===== src/rtl/lcdc_pkg.sv =====
package lcdc_pkg;

    parameter int ADDR_W  = 12;
    parameter int DATA_W  = 32;
    parameter int IRQ_W   = 4;
    parameter int PAL_W   = 7;
    parameter int GEOM_W  = 11;
    parameter int N_TIME  = 4;

    localparam logic [1:0] VAR_BASE  = 2'd0;

    typedef enum logic [3:0] {
        SL_NONE,
        SL_TIME,
        SL_UPB,
        SL_LPB,
        SL_MASK,
        SL_CTRL,
        SL_RAW,
        SL_MSKD,
        SL_CLR,
        SL_UPCUR,
        SL_LPCUR,
        SL_ID,
        SL_PAL
    } slot_e;

    typedef struct packed {
        slot_e             slot;
        logic [1:0]        tsel;
        logic [PAL_W-1:0]  pal_idx;
        logic [2:0]        id_idx;
    } dec_t;

    typedef struct packed {
        logic [2:0] depth;
        logic       bgr;
        logic       be_bytes;
        logic       be_pixels;
        logic       enable;
    } ctrl_view_t;

    function automatic logic [7:0] id_byte(input logic ext, input logic [2:0] idx);
        logic [7:0] b;
        case (idx)
            3'd0: b = ext ? 8'h11 : 8'h10;
            3'd1: b = 8'h11;
            3'd2: b = ext ? 8'h24 : 8'h04;
            3'd3: b = 8'h00;
            3'd4: b = 8'h0D;
            3'd5: b = 8'hF0;
            3'd6: b = 8'h05;
            default: b = 8'hB1;
        endcase
        return b;
    endfunction

    function automatic ctrl_view_t ctrl_fields(input logic [DATA_W-1:0] c);
        ctrl_view_t v;
        v.depth     = c[3:1];
        v.bgr       = c[8];
        v.be_bytes  = c[9];
        v.be_pixels = c[10];
        v.enable    = c[0] & c[11];
        return v;
    endfunction

endpackage


===== src/rtl/lcdc_decode.sv =====
module lcdc_decode
    import lcdc_pkg::*;
(
    input  logic [ADDR_W-1:0] addr,
    input  logic [1:0]        variant,
    output dec_t              dec
);
    localparam int WORD_W = ADDR_W - 2;

    logic [WORD_W-1:0] word;
    logic              swap;

    assign word = addr[ADDR_W-1:2];
    assign swap = (variant != VAR_BASE);

    always_comb begin
        dec         = '0;
        dec.slot    = SL_NONE;
        if (addr[11:9] == 3'b001) begin
            dec.slot    = SL_PAL;
            dec.pal_idx = addr[PAL_W+1:2];
        end else if (addr[11:5] == 7'h7F) begin
            dec.slot   = SL_ID;
            dec.id_idx = addr[4:2];
        end else begin
            case (word)
                WORD_W'(0), WORD_W'(1), WORD_W'(2), WORD_W'(3): begin
                    dec.slot = SL_TIME;
                    dec.tsel = word[1:0];
                end
                WORD_W'(4):  dec.slot = SL_UPB;
                WORD_W'(5):  dec.slot = SL_LPB;
                WORD_W'(6):  dec.slot = swap ? SL_CTRL : SL_MASK;
                WORD_W'(7):  dec.slot = swap ? SL_MASK : SL_CTRL;
                WORD_W'(8):  dec.slot = SL_RAW;
                WORD_W'(9):  dec.slot = SL_MSKD;
                WORD_W'(10): dec.slot = SL_CLR;
                WORD_W'(11): dec.slot = SL_UPCUR;
                WORD_W'(12): dec.slot = SL_LPCUR;
                default:     dec.slot = SL_NONE;
            endcase
        end
    end
endmodule


===== src/rtl/lcdc_irq_unit.sv =====
module lcdc_irq_unit
    import lcdc_pkg::*;
(
    input  logic             clk,
    input  logic             rst,
    input  logic             mask_we,
    input  logic             clr_we,
    input  logic [IRQ_W-1:0] wdata,
    input  logic [IRQ_W-1:0] set_in,
    output logic [IRQ_W-1:0] raw,
    output logic [IRQ_W-1:0] mask,
    output logic [IRQ_W-1:0] masked,
    output logic             irq
);
    logic [IRQ_W-1:0] clr_bits;

    assign clr_bits = clr_we ? wdata : '0;

    always_ff @(posedge clk) begin
        if (rst) begin
            raw  <= '0;
            mask <= '0;
        end else begin
            raw <= (raw & ~clr_bits) | set_in;
            if (mask_we) begin
                mask <= wdata;
            end
        end
    end

    assign masked = raw & mask;
    assign irq    = |masked;

    AST_CLEAR_TAKES: assert property (@(posedge clk) disable iff (rst)
        clr_we |=> ((raw & $past(wdata & ~set_in)) == '0));

    AST_RAW_STICKY: assert property (@(posedge clk) disable iff (rst)
        !clr_we |=> ((~raw & $past(raw)) == '0));
endmodule


===== src/rtl/lcdc_regbank.sv =====
module lcdc_regbank
    import lcdc_pkg::*;
(
    input  logic                clk,
    input  logic                rst,
    input  logic [1:0]          variant,
    input  logic                bus_sel,
    input  logic                bus_wr,
    input  logic [ADDR_W-1:0]   bus_addr,
    input  logic [DATA_W-1:0]   bus_wdata,
    output logic [DATA_W-1:0]   bus_rdata,
    input  logic [IRQ_W-1:0]    irq_set,
    output logic                pal_sel,
    output logic                pal_wr,
    output logic [PAL_W-1:0]    pal_idx,
    output logic [DATA_W-1:0]   pal_wdata,
    input  logic [DATA_W-1:0]   pal_rdata,
    output logic [GEOM_W-1:0]   disp_cols,
    output logic [GEOM_W-1:0]   disp_rows,
    output logic [2:0]          depth,
    output logic                bgr_order,
    output logic                be_bytes,
    output logic                be_pixels,
    output logic                disp_en,
    output logic                irq,
    output logic                invalidate
);
    dec_t               dec;
    logic               wr_req;
    logic               rd_req;
    logic               wr_valid;
    logic [DATA_W-1:0]  timing [N_TIME];
    logic [DATA_W-1:0]  up_base;
    logic [DATA_W-1:0]  lo_base;
    logic [DATA_W-1:0]  ctrl;
    logic [IRQ_W-1:0]   raw_st;
    logic [IRQ_W-1:0]   mask_st;
    logic [IRQ_W-1:0]   mskd_st;
    logic [DATA_W-1:0]  rd_mux;
    ctrl_view_t         cv;

    lcdc_decode u_dec (
        .addr    (bus_addr),
        .variant (variant),
        .dec     (dec)
    );

    assign wr_req = bus_sel & bus_wr;
    assign rd_req = bus_sel & ~bus_wr;

    genvar gi;
    generate
        for (gi = 0; gi < N_TIME; gi++) begin : g_time
            always_ff @(posedge clk) begin
                if (rst) begin
                    timing[gi] <= '0;
                end else if (wr_req && dec.slot == SL_TIME && dec.tsel == 2'(gi)) begin
                    timing[gi] <= bus_wdata;
                end
            end
        end
    endgenerate

    always_ff @(posedge clk) begin
        if (rst) begin
            up_base <= '0;
            lo_base <= '0;
            ctrl    <= '0;
        end else if (wr_req) begin
            if (dec.slot == SL_UPB)  up_base <= bus_wdata;
            if (dec.slot == SL_LPB)  lo_base <= bus_wdata;
            if (dec.slot == SL_CTRL) ctrl    <= bus_wdata;
        end
    end

    lcdc_irq_unit u_irq (
        .clk     (clk),
        .rst     (rst),
        .mask_we (wr_req && dec.slot == SL_MASK),
        .clr_we  (wr_req && dec.slot == SL_CLR),
        .wdata   (bus_wdata[IRQ_W-1:0]),
        .set_in  (irq_set),
        .raw     (raw_st),
        .mask    (mask_st),
        .masked  (mskd_st),
        .irq     (irq)
    );

    // geometry: width from packed field in timing0, height from timing1
    assign disp_cols = {GEOM_W'({1'b0, timing[0][7:2]}) + GEOM_W'(1)} << 4;
    assign disp_rows = GEOM_W'(timing[1][9:0]) + GEOM_W'(1);

    assign cv        = ctrl_fields(ctrl);
    assign depth     = cv.depth;
    assign bgr_order = cv.bgr;
    assign be_bytes  = cv.be_bytes;
    assign be_pixels = cv.be_pixels;
    assign disp_en   = cv.enable;

    assign pal_sel   = bus_sel && dec.slot == SL_PAL;
    assign pal_wr    = pal_sel && bus_wr;
    assign pal_idx   = dec.pal_idx;
    assign pal_wdata = bus_wdata;

    always_comb begin
        case (dec.slot)
            SL_TIME:           rd_mux = timing[dec.tsel];
            SL_UPB, SL_UPCUR:  rd_mux = up_base;
            SL_LPB, SL_LPCUR:  rd_mux = lo_base;
            SL_CTRL:           rd_mux = ctrl;
            SL_MASK:           rd_mux = DATA_W'(mask_st);
            SL_RAW:            rd_mux = DATA_W'(raw_st);
            SL_MSKD:           rd_mux = DATA_W'(mskd_st);
            SL_ID:             rd_mux = DATA_W'(id_byte(variant[1], dec.id_idx));
            SL_PAL:            rd_mux = pal_rdata;
            default:           rd_mux = '0;
        endcase
    end

    always_comb begin
        case (dec.slot)
            SL_TIME, SL_UPB, SL_LPB, SL_MASK,
            SL_CTRL, SL_CLR, SL_PAL: wr_valid = wr_req;
            default:                 wr_valid = 1'b0;
        endcase
    end

    always_ff @(posedge clk) begin
        if (rst) begin
            bus_rdata  <= '0;
            invalidate <= 1'b0;
        end else begin
            bus_rdata  <= rd_req ? rd_mux : '0;
            invalidate <= wr_valid;
        end
    end

    AST_INVAL_AFTER_WR: assert property (@(posedge clk) disable iff (rst)
        wr_valid |=> invalidate);

    AST_INVAL_ONLY_WR: assert property (@(posedge clk) disable iff (rst)
        !wr_valid |=> !invalidate);

    AST_EN_BY_CTRL: assert property (@(posedge clk) disable iff (rst)
        $rose(disp_en) |-> $past(wr_req && dec.slot == SL_CTRL));

    AST_RDATA_IDLE: assert property (@(posedge clk) disable iff (rst)
        !rd_req |=> (bus_rdata == '0));

    AST_ROWS_HOLD: assert property (@(posedge clk) disable iff (rst)
        !(wr_req && dec.slot == SL_TIME && dec.tsel == 2'd1) |=> $stable(disp_rows));
endmodule


===== config.mk =====
export PLATFORM = sky130hd
export DESIGN_NAME = lcdc_regbank
export DESIGN_NICKNAME = d
export VERILOG_FILES = /design/src/rtl/lcdc_pkg.sv /design/src/rtl/lcdc_decode.sv /design/src/rtl/lcdc_irq_unit.sv /design/src/rtl/lcdc_regbank.sv
export SDC_FILE = /design/constraint.sdc
export NUM_CORES = 1
export LEC_CHECK = 0
export BUFFER_PORTS_ARGS = -buffer_cell sky130_fd_sc_hd__buf_2
export CORE_ASPECT_RATIO = 1.5
export CORE_MARGIN = 8
export CORE_UTILIZATION = 50
export CTS_BUF_LIST = sky130_fd_sc_hd__clkbuf_8
export DETAILED_ROUTE_END_ITERATION = 7
export PLACE_DENSITY = 0.79
export SYNTH_ARGS = -nofsm -noshare
export SYNTH_HDL_FRONTEND = slang
export SYNTH_SLANG_ARGS = --single-unit

===== constraint.sdc =====
create_clock -name clk -period 3.3 [get_ports clk]
set_input_delay 0.165 -clock clk [delete_from_list [all_inputs] [get_ports clk]]
set_output_delay 0.165 -clock clk [all_outputs]
set_load 0.05 [all_outputs]

# Yosys cells after proc, flatten, opt, wreduce, memory -nomap -nowiden
# Memory sizes are Yosys's and may differ from the RTL's.
# Index checks and enable logic that the tools add are counted.
[totals]
input_bits = 86
elab_cells = 116
ff_bits = 137
ramBits = 128
n_memories = 1
[memory_table]
columns = ["memory", "words", "width", "read_ports", "rd_clocked_by_memory_dff", "write_ports", "line", "source"]
rows = [
  ["timing", 4, 32, 3, 0, 4, "lcdc_regbank.sv:32", "logic [DATA_W-1:0] timing [N_TIME];"],
]
[op_classes]
eq_ne = 35
n_mux = 34
reduce_logical = 23
n_bitwise = 14
n_addsub = 2
[ops]
columns = ["cell", "count"]
rows = [
  ["one-hot mux 32 bit (9 select lines)", 1],
  ["two-way mux 32 bit", 4],
  ["one-hot mux 8 bit (7 select lines)", 1],
  ["== test 10 x 4 -> 1 bit, second input constant", 5],
  ["== test 10 x 3 -> 1 bit, second input constant", 4],
  ["one-hot mux 4 bit (10 select lines)", 1],
  ["== test 10 x 2 -> 1 bit, second input constant", 2],
  ["== test 4 bit, second input constant", 5],
  ["two-way mux 1 bit", 17],
  ["== test 4 x 3 -> 1 bit, second input constant", 4],
  ["two-way mux 4 bit", 3],
  ["adder 10 x 1 -> 11 bit, second input constant", 1],
  ["== test 10 x 1 -> 1 bit, second input constant", 1],
  ["logical NOT 10 bit", 1],
  ["== test 3 bit, second input constant", 3],
  ["logical AND 1 bit", 9],
  ["bitwise AND 4 bit", 2],
  ["== test 4 x 2 -> 1 bit, second input constant", 2],
  ["OR reduction 2 bit", 4],
  ["OR reduction 4 bit", 2],
  ["adder 6 x 1 -> 7 bit, second input constant", 1],
  ["== test 7 bit, second input constant", 1],
  ["two-way mux 7 bit", 1],
  ["OR reduction 7 bit", 1],
  ["other kinds (17)", 32],
]

# Depth between registers and ports, before layout
[logic_depth]
depth_word = 12
ltp_mapped = 9
depth_no_buf = 5

# Modules after synthesis
# Synthesis repeated with hierarchy kept, for this count alone.
[hier_totals]
cells_unflattened = 1143
hier_area_um2 = 12005.3
[modules_own_cells]
columns = ["mod", "area_per_inst_um2", "instances", "cells_each"]
rows = [
  ["lcdc_regbank", 11423.5, 1, 1070],
  ["lcdc_irq_unit", 326.6, 1, 35],
  ["lcdc_decode", 255.2, 1, 38],
]

# Least setup slack after synthesis
# No wires, ideal clock.
[synth_path]
kind = "input to register"
startpoint = "input port bus_addr[2]"
endpoint = "memory timing[2][0] (enable)"
arrival_ns = 2.044
n_path_buf = 3
t_required_ns = 2.912
setup_time_ns = 0.388
setup_slack_ns = 0.868
cell_stages = 6
path_cell_list = "clkbuf_2 -> nor4b_1 -> and3_1 -> buf_2 -> buf_1 -> a21o_1"
[synth_rtl]
columns = ["item", "line", "source"]
rows = [
  ["start, declared", "lcdc_regbank.sv:9", "input logic [ADDR_W-1:0] bus_addr,"],
  ["end, declared", "lcdc_regbank.sv:32", ""],
]

==> out/qor.yml <==
antenna_cells: 0
status: "completed"
grt_start_max_net_pins: 81
seq_area_frac_synth_pct: 55.0
synth_area_leaders: "edfxtp_1, dfxtp_1, nand2_1, and2_1, a21oi_1"
final.setup.tns_ns: 0
regToRegStartpoint: "timing[1][6]"
insertion_delay_ns: 0.53
clock_sinks: 265
drv_cap: 0
maxSlewHeadroom_pct: 31.8
area_growth_pct: 18.4
drt-total-wl_um: 36000
cts_buffers: 39
io_pins: 190
fmax_ghz: 0.440
critPathMaxFanout: 5
rsz0062_at_grt: "no"
ctsLongestPathBuffers: 3
synth_area_um2: 12000
max_stage_delay_ns: 0.48
clk_pin_slew_ns: 0.07
ys_seq_elements: 265
finalSetupViolCount: 0
synthCells: 1248
finalHoldViolations: 0
fp-row-count: 69
grt_pass1_wl_um: 55700
fillers: 2058
place_hpwl_um: 23300
groute.usage.overall_pct: 24.3
layout_commonest_cell: "nand2_1"
post-route-period-util_pct: 68.9
clock_skew_ns: 0.0168
cpLargestDelayFamily: "simple AND/OR/NAND/NOR gates"
io_buffers: 183
drive_above_1_share_pct: 20.5
post_cts_resized: 0
fp.dieArea_um2: 29300
worst-endpoint-arrival_ns: 2.11
grt-ovfl-total: 0
htreeDepth: 2
die_y_um: 206
synth-edff-count: 128
place_area_um2: 13000
layout_setup_ws_ns: 1.02
finalCriticalPeriod_ns: 2.28
antenna_found_initial: 0
async_flop_share_pct: 0
design_area_um2: 14200
root_buffer: "clkbuf_8"
routed.top_layer: "met4"
core_um2: 23700
ant_nets: 0
avgSynthCellArea_um2: 9.60
dr_wl_met2_um: 18100
dp.cells: 1666
start_util_pct: 50.6
cp-end-kind: "output pin"
cts_setup_buffers: 0
drt_iter0_markers: 1012
die_x_um: 142
leakagePower_nw: 5.29
vias: 10337
critPathBufInv: 1
cts_tree: "yes"
layout_common_cells: "nand2_1, buf_2, dfxtp_1"
synth_top_area_cell: "edfxtp_1"
cp.required_ns: 3.13
finalNetCount: 1516
holdCritPathClass: "in2reg"
yosys_most_used_dff: "dfxtp_1"
pre_cts_ws_ns: 0.612
vdd_ir_drop_max_v: 0.000366
worst_path_most_repeated_cell: "nor2_1"
drt_pre_antenna_iters: 5
synth_top_area_share_pct: 32.1
wl_met1_um: 13000
critical_path_class: "reg2out"
cp_slowest_cell: "edfxtp_1"
path_cells: "nand3_1 -> nor2_1 -> nand4_1 -> nor2_1 -> xor2_1 -> buf_2"
p_per_area_nw_per_um2: 481
wire_per_inst_um: 20.3
grt_pass1_vias: 10433
ys_types: 66
slew_violations: 0
min_from: "pal_rdata[9]"
worst_slew_pin_slew_ns: 1.02
gp_congestion: 0.947
start_kind: "flip-flop"
viasPerCell: 5.82
wl_met3_um: 3310
crit_path_start: "timing[1][2]"
stdcell_count: 1776
drc: 0
yosys_warnings: 0
-- report_power, final --
part	switching [mW]	internal (mW)	leakage, nW
Clock	1.23	1.42	0.470
Sequential	0.0395	3.52	2.32
Combinational	0.422	0.177	2.50
Total	1.70	5.12	5.29
-- layout make-up --
cell class / instances / area [µm²] / area share, %
sequential: 265 / 6590 / 46.4
multi-input combinational: 842 / 4710 / 33.2
timing repair buffer: 266 / 1650 / 11.7
clock buffer: 46 / 633 / 4.46
tap: 319 / 399 / 2.81
clock inverter: 24 / 145 / 1.02
inverter: 14 / 52.6 / 0.371
-- worst min-delay path, delay by kind of cell --
family / cells / cell delay [ns]
buffers and inverters: 1 / 0.08
AOI/OAI and AO/OA: 3 / 0.27
-- per-layer routing --
metal / global-route usage (%) / vias to the layer above
li1: - / 4736
met1: 27.2 / 4906
met2: 42.7 / 580
met3: 5.13 / 115
met4: 12.3 / 0
met5: 0 / -
-- stage by stage --
stage | total power [mW] | hold slack [ns] | utilization, %
after floorplan | 3.99 | 0.294 | -
after global placement | 4.18 | 0.420 | 55.0
after detailed placement | 4.19 | 0.423 | 55.0
after CTS | 6.84 | 0.00591 | 60.0
after global routing | 7.02 | 0.0204 | 60.0
final | 6.82 | 0.0178 | 60.0
-- repair_timing --
action	CTS	global route
hold endpoints to repair	112	0
endpoints found under the setup margin	0	0
hold buffers	40	0
-- cells in the mapped netlist (2+ instances only) --
library cell / number
nand2_1: 266
dfxtp_1: 137
a21oi_1: 133
edfxtp_1: 128
and2_1: 121
a22oi_1: 59
clkbuf_1: 56
buf_4: 44
o21ai_0: 35
a31oi_1: 32
nor2_1: 27
a22o_1: 26
buf_2: 23
nand3_1: 20
inv_1: 13
nor4_1: 13
mux2i_1: 9
xnor2_1: 9
nor3_1: 8
and3_1: 7
a221oi_1: 6
nand4_1: 6
a211oi_1: 4
a21o_1: 4
buf_1: 4
nor3_2: 4
clkbuf_2: 3
or3_1: 3
xor2_1: 3
a2bb2oi_1: 2
ha_1: 2
nand2b_1: 2
nor3_4: 2
nor4b_1: 2
o2111ai_1: 2
o211ai_1: 2
or2_2: 2
-- state kept, by name, summed over array words and instances, names as in the netlist --
register    flops
lo_base        32
up_base        32
timing        128
u_irq.raw       4
ctrl           32
u_irq.mask      4
invalidate      1
bus_rdata      32
-- cells by family after synthesis --
kind of cell,synth area share [%]
multiplexers,1.03
XOR/XNOR,0.878
buffers and inverters,6.16
AO/OA/AOI/OAI,16.8
other,0.0313
AND/OR/NAND/NOR,19.9
flip-flops,55.0
adder cells (fa/ha/maj),0.209
-- final timing paths --
path	slack [ns]	cells past startpoint	to
min reg2reg	0.45	2	lo_base[13]
min	0.02	4	bus_rdata[9]
max	1.02	6	disp_rows[9]
max reg2reg	1.85	5	bus_rdata[6]
Note: power is estimated with default switching activity, not from simulation.
